File: config.mk
export PLATFORM = sky130hd
export DESIGN_NAME = pcw_xlate
export DESIGN_NICKNAME = d
export VERILOG_FILES = /design/src/rtl/pcw_pkg.sv /design/src/rtl/pcw_regfile.sv /design/src/rtl/pcw_window.sv /design/src/rtl/pcw_xlate.sv
export SDC_FILE = /design/constraint.sdc
export NUM_CORES = 1
export LEC_CHECK = 0
export ABC_CLOCK_PERIOD_IN_PS = 9150
export BUFFER_PORTS_ARGS = -buffer_cell sky130_fd_sc_hd__buf_2
export CAP_MARGIN = 20
export CORE_AREA = 10 10 147 149
export DETAILED_ROUTE_END_ITERATION = 8
export DIE_AREA = 0 0 157 159
export MAX_ROUTING_LAYER = met4
export PLACE_DENSITY = 0.9
export SKIP_CTS_REPAIR_TIMING = 1
export SYNTH_ARGS = -nofsm -noshare
export SYNTH_HDL_FRONTEND = slang
export SYNTH_HIERARCHICAL = 1
export SYNTH_SLANG_ARGS = --single-unit
File: constraint.sdc
create_clock -name clk_i -period 9.15 [get_ports clk_i]
set_clock_uncertainty 0.2 [all_clocks]
set_input_delay 2.2875 -clock clk_i [delete_from_list [all_inputs] [get_ports clk_i]]
set_output_delay 2.2875 -clock clk_i [all_outputs]
set_load 0.01 [all_outputs]
File: src/rtl/pcw_pkg.sv
package pcw_pkg;
  localparam int unsigned DATA_W = 32;
  typedef logic [DATA_W-1:0] word_t;

  typedef enum logic {
    VAR_NIBBLE = 1'b0,
    VAR_MASKED = 1'b1
  } variant_e;
endpackage

File: src/rtl/pcw_regfile.sv
module pcw_regfile
  import pcw_pkg::*;
#(
  parameter int unsigned NUM_WIN   = 3,
  parameter int unsigned ADDR_W    = 12,
  parameter logic [ADDR_W-1:0] BASE_OFS  = 'h00,
  parameter logic [ADDR_W-1:0] STORE_OFS = 'h10
) (
  input  logic                      clk_i,
  input  logic                      rst_ni,
  input  logic                      req_i,
  input  logic                      we_i,
  input  logic                      word_i,
  input  logic [ADDR_W-1:0]         addr_i,
  input  word_t                     wdata_i,
  output word_t                     rdata_o,
  output logic                      err_o,
  output logic [NUM_WIN-1:0][DATA_W-1:0] base_o
);
  localparam int unsigned IDX_W = (NUM_WIN > 1) ? $clog2(NUM_WIN) : 1;

  logic [NUM_WIN-1:0][DATA_W-1:0] base_q, store_q;
  logic [ADDR_W-1:0] base_rel, store_rel;
  logic base_sel, store_sel, addr_ok, wr_en;
  logic [IDX_W-1:0] base_idx, store_idx;

  assign base_rel  = addr_i - BASE_OFS;
  assign store_rel = addr_i - STORE_OFS;
  assign base_sel  = (addr_i >= BASE_OFS) && (base_rel[1:0] == 2'b00)
                     && ((base_rel >> 2) < ADDR_W'(NUM_WIN));
  assign store_sel = (addr_i >= STORE_OFS) && (store_rel[1:0] == 2'b00)
                     && ((store_rel >> 2) < ADDR_W'(NUM_WIN));
  assign base_idx  = IDX_W'(base_rel >> 2);
  assign store_idx = IDX_W'(store_rel >> 2);
  assign addr_ok   = base_sel || store_sel;
  assign wr_en     = req_i && we_i && word_i && addr_ok;
  assign err_o     = req_i && (!word_i || !addr_ok);

  always_ff @(posedge clk_i or negedge rst_ni) begin
    if (!rst_ni) begin
      base_q  <= '0;
      store_q <= '0;
    end else if (wr_en) begin
      if (base_sel)  base_q[base_idx]   <= wdata_i;
      if (store_sel) store_q[store_idx] <= wdata_i;
    end
  end

  always_comb begin
    rdata_o = '0;
    if (req_i && !we_i && word_i) begin
      if (base_sel)       rdata_o = base_q[base_idx];
      else if (store_sel) rdata_o = store_q[store_idx];
    end
  end

  assign base_o = base_q;

  p_narrow_no_write_r2: assert property (@(posedge clk_i) disable iff (!rst_ni)
    (req_i && we_i && !word_i) |=> ($stable(base_q) && $stable(store_q)));

  p_bad_ofs_no_write_r3: assert property (@(posedge clk_i) disable iff (!rst_ni)
    (req_i && we_i && !addr_ok) |=> ($stable(base_q) && $stable(store_q)));

  p_store_wr_r4: assert property (@(posedge clk_i) disable iff (!rst_ni)
    (wr_en && store_sel) |=> (store_q[$past(store_idx)] == $past(wdata_i)));

  p_base_wr_r5: assert property (@(posedge clk_i) disable iff (!rst_ni)
    (wr_en && base_sel) |=> (base_q[$past(base_idx)] == $past(wdata_i)));
endmodule

File: src/rtl/pcw_window.sv
module pcw_window
  import pcw_pkg::*;
#(
  parameter word_t SIZE_NIB = 32'h1000_0000,
  parameter word_t SIZE_MSK = 32'h0100_0000
) (
  input  logic  clk_i,
  input  logic  rst_ni,
  input  logic  variant_i,
  input  word_t base_reg_i,
  input  word_t off_i,
  output word_t addr_o,
  output logic  hit_o
);
  word_t size, base;

  always_comb begin
    if (variant_e'(variant_i) == VAR_MASKED) begin
      size = SIZE_MSK;
      base = base_reg_i & ~(SIZE_MSK - 32'd1);
    end else begin
      size = SIZE_NIB;
      base = {base_reg_i[3:0], 28'h0};
    end
  end

  assign hit_o  = off_i < size;
  assign addr_o = hit_o ? (base + off_i) : '0;

  // nibble variant: windows never exceed 256 MiB, so the top nibble is the register's
  p_nibble_top_r6: assert property (@(posedge clk_i) disable iff (!rst_ni)
    (!variant_i && hit_o) |-> (addr_o[31:28] == base_reg_i[3:0]));

  p_masked_top_r7: assert property (@(posedge clk_i) disable iff (!rst_ni)
    (variant_i && hit_o) |-> (((addr_o ^ base_reg_i) & ~(SIZE_MSK - 32'd1)) == '0));

  p_miss_bound_r8: assert property (@(posedge clk_i) disable iff (!rst_ni)
    !hit_o |-> (off_i >= (variant_i ? SIZE_MSK : SIZE_NIB)));
endmodule

File: src/rtl/pcw_xlate.sv
module pcw_xlate
  import pcw_pkg::*;
#(
  parameter int unsigned NUM_WIN = 3,
  parameter int unsigned ADDR_W  = 12,
  parameter logic [NUM_WIN*DATA_W-1:0] SIZES_NIB =
    {32'h1000_0000, 32'h1000_0000, 32'h0C00_0000},
  parameter logic [NUM_WIN*DATA_W-1:0] SIZES_MSK =
    {32'h0800_0000, 32'h0400_0000, 32'h0100_0000},
  parameter word_t IO_SIZE = 32'h0010_0000,
  localparam int unsigned SEL_W = $clog2(NUM_WIN + 1)
) (
  input  logic              clk_i,
  input  logic              rst_ni,
  input  logic              variant_i,
  input  logic              req_i,
  input  logic              we_i,
  input  logic              word_i,
  input  logic [ADDR_W-1:0] reg_addr_i,
  input  logic [31:0]       wdata_i,
  output logic [31:0]       rdata_o,
  output logic              err_o,
  input  logic [SEL_W-1:0]  win_sel_i,
  input  logic [31:0]       win_off_i,
  output logic [31:0]       pci_addr_o,
  output logic              hit_o,
  output logic              pci_io_o
);
  logic [NUM_WIN-1:0][DATA_W-1:0] base_regs;
  word_t win_addr [NUM_WIN];
  logic  [NUM_WIN-1:0] win_hit;
  logic  io_sel;

  pcw_regfile #(
    .NUM_WIN (NUM_WIN),
    .ADDR_W  (ADDR_W)
  ) u_regs (
    .clk_i   (clk_i),
    .rst_ni  (rst_ni),
    .req_i   (req_i),
    .we_i    (we_i),
    .word_i  (word_i),
    .addr_i  (reg_addr_i),
    .wdata_i (wdata_i),
    .rdata_o (rdata_o),
    .err_o   (err_o),
    .base_o  (base_regs)
  );

  for (genvar w = 0; w < NUM_WIN; w++) begin : g_win
    pcw_window #(
      .SIZE_NIB (SIZES_NIB[w*DATA_W +: DATA_W]),
      .SIZE_MSK (SIZES_MSK[w*DATA_W +: DATA_W])
    ) u_win (
      .clk_i      (clk_i),
      .rst_ni     (rst_ni),
      .variant_i  (variant_i),
      .base_reg_i (base_regs[w]),
      .off_i      (win_off_i),
      .addr_o     (win_addr[w]),
      .hit_o      (win_hit[w])
    );
  end

  assign io_sel = (win_sel_i == SEL_W'(NUM_WIN));

  always_comb begin
    pci_addr_o = '0;
    hit_o      = 1'b0;
    pci_io_o   = 1'b0;
    if (io_sel) begin
      pci_io_o = 1'b1;
      if (win_off_i < IO_SIZE) begin
        hit_o      = 1'b1;
        pci_addr_o = win_off_i;
      end
    end else if (win_sel_i < SEL_W'(NUM_WIN)) begin
      hit_o      = win_hit[win_sel_i];
      pci_addr_o = win_addr[win_sel_i];
    end
  end

  p_io_identity_r9: assert property (@(posedge clk_i) disable iff (!rst_ni)
    (io_sel && hit_o) |-> (pci_addr_o == win_off_i));

  p_mem_not_io_r9: assert property (@(posedge clk_i) disable iff (!rst_ni)
    !io_sel |-> !pci_io_o);
endmodule

==> impl_metrics.tcl <==
set metrics [dict create \
    place.gp.congestion 0.8673 \
    synthArstFlopShare_pct 100.0 \
    p_leak_uw 0.006666 \
    worst-setup-path-type "input pin to primary output" \
    drt_iter0_drc 745 \
    ys_seq_elements 192 \
    vdd_ir_drop_max_mv 0.1508 \
    required_ns 6.66 \
    slowest_delay_ns 0.91 \
    nNetsFinal 1231 \
    die_h_um 159 \
    hold_ws_ns 0.2960 \
    rsz0062_at_grt "no" \
    grt_pass1_vias 9181 \
    power_density_mw_per_mm2 138.0 \
    relSlewSlack_pct 25.32 \
    ys_seq_area_share_pct 41.72 \
    synth_fp_nets 1133 \
    drv_cap 0 \
    worstPathCellList "buf_2 -> buf_4 -> nor2b_4 -> buf_4 -> a2111oi_0 -> a211oi_1 -> buf_2" \
    dp.cells 1337 \
    core_mm2 0.01858 \
    die-area_mm2 0.02496 \
    grt_antenna_before_repair 4 \
    drc 0 \
    finalCritPeriodShare_pct 83.88 \
    min_path_type "flip-flop to flip-flop" \
    dp_slack_ns 1.653 \
    synth_area_leaders "dfrtp_1, mux2_2, mux2i_1" \
    drt_wl_total_um 30730 \
    syn_inst 1026 \
    hold_viol 0 \
    arrival_ns 5.19 \
    drive_gt1_share_pct 35.71 \
    r2r_setup_slack_ns 8.12 \
    dr_total_vias 8797 \
    final_cells 1375 \
    crit_path_start_kind "input pin" \
    root_buffer "clkbuf_16" \
    h-tree-depth 4 \
    routedWlPerCell_um 22.35 \
    slew_viol_final 0 \
    fmax_mhz 130.3 \
    status "finished, final reports clean" \
    cts_tree "yes" \
    dr.pass1.iters 6 \
    syn_area_mm2 0.01152 \
    post-route-min-period_ns 7.675 \
    critPathSlowestCell "nor2b_4" \
    numCtsBuffers 17 \
    synth_top_area_share_pct 41.72 \
    ys.flop_type "dfrtp_1" \
    yosysWarnings 6 \
    cp_top_family "buffers and inverters" \
    num_rows 50 \
    port-buffer-count 150 \
    grt_max_degree 113 \
    grt_overflow 0 \
    vias_per_cell 6.398 \
    synth_edf_count 0 \
    cts_sinks 192 \
    synth_area_per_cell_um2 11.23 \
    cp_max_fo 66 \
    clockBufferDepth 2 \
    worst_slew_pin_slew_ns 1.114 \
    synth.distinct_cells 53 \
    clkTransAtPathRegs_ns 0.07 \
    ant_nets 0 \
    yosysTopAreaCell "dfrtp_1" \
    die_w_um 157 \
    grt_pass1_wl_um 48760 \
    synth_common_cells "dfrtp_1, mux2_2, mux2i_1" \
    initial_core_util_pct 61.99 \
    fin_ws_ns 1.475 \
    setup_viol 0 \
    synth_most_common_cell "dfrtp_1" \
    io_pins 151 \
    area_growth_pct 11.82 \
    grt_use_total_pct 24.63 \
    clkLatencyLatePin_ns 0.45 \
    tns_ns 0 \
    dp_hpwl_um 18810 \
    path_buf_inv 4 \
    critPathCaptureType "primary output" \
]
## path summary, 6_finish.rpt
path | to | startpoint | cells past startpoint
setup / recovery | rdata_o[21] | reg_addr_i[3] | 7
hold / removal | u_regs/store_q[83] | u_regs/store_q[83] | 1
setup reg to reg | u_regs/base_o[30] | u_regs/base_o[30] | 1
hold reg to reg | u_regs/store_q[83] | u_regs/store_q[83] | 1
max in group asynchronous | u_regs/store_q[34] | rst_ni | 3
min in group asynchronous | u_regs/base_o[69] | rst_ni | 1
## final cells by class
type,instances,area (um^2)
Antenna cell,4,10.01
Clock inverter,14,187.7
Inverter,5,18.77
Timing Repair Buffer,162,869.6
Clock buffer,18,439.2
Sequential cell,192,4805
Multi-Input combinational cell,746,6256
Fill cell,1265,5702
Tap cell,234,292.8
## layout by cell type (no fill, tap or decap), types with 4 or more instances in the layout
cell type / count
dfrtp_1: 192
mux2_2: 191
buf_2: 148
mux2i_1: 104
nor2_1: 94
and2_1: 68
a21oi_1: 41
a211oi_1: 37
a2111oi_0: 31
and3_1: 29
a221o_1: 20
ha_1: 20
nand2_1: 17
clkbuf_16: 17
o21ai_1: 12
buf_4: 11
mux2_1: 9
inv_6: 5
inv_1: 5
a21o_1: 5
nor3_1: 5
xnor2_1: 5
diode_2: 4
nand3b_1: 4
nand3_1: 4
xor2_1: 4
## kinds of logic (layout without fill, tap and decap cells)
logic type	count (synthesis)	count (layout)	share of synthesized area, %
muxes	304	304	28.59
and+or+nand+nor	252	252	12.18
DFF	192	192	41.72
AOI/OAI and AO/OA	158	158	10.10
buffers and inverters	88	199	4.030
adders and majority gates	23	23	2.694
xor gates and xnor gates	9	9	0.6844
other	0	4	0
## state kept, by name (all words and copies together) (netlist names)
name / count
u_regs/store_q: 96
u_regs/base_o: 96
## layer usage
layer  GRT usage [%]  wire, um  up-vias
met2           40.24     15390      338
met5               -         0        -
met3           5.073      1870       76
li1                -         -     3972
met1           29.43     12670     4411
met4           8.970       807        0
## where the power goes
part           internal [uW]  switching (uW)  leakage [uW]
sequential               849           0.645       0.00268
clock                    425             361      0.000308
combinational           45.8            95.7       0.00367
total                   1320             457       0.00667
## metrics by stage
stage / area [um^2] / util, % / total power (uW)
finish: 12880 / 69.31 / 1777
floorplan: 11520 / - / 936.7
global route: 12880 / 69.31 / 1827
detailed placement: 12210 / 65.70 / 1003
CTS: 12830 / 69.07 / 1776
global placement: 12210 / 65.70 / 999.2
No activity file was read; power rests on OpenSTA's default activity.
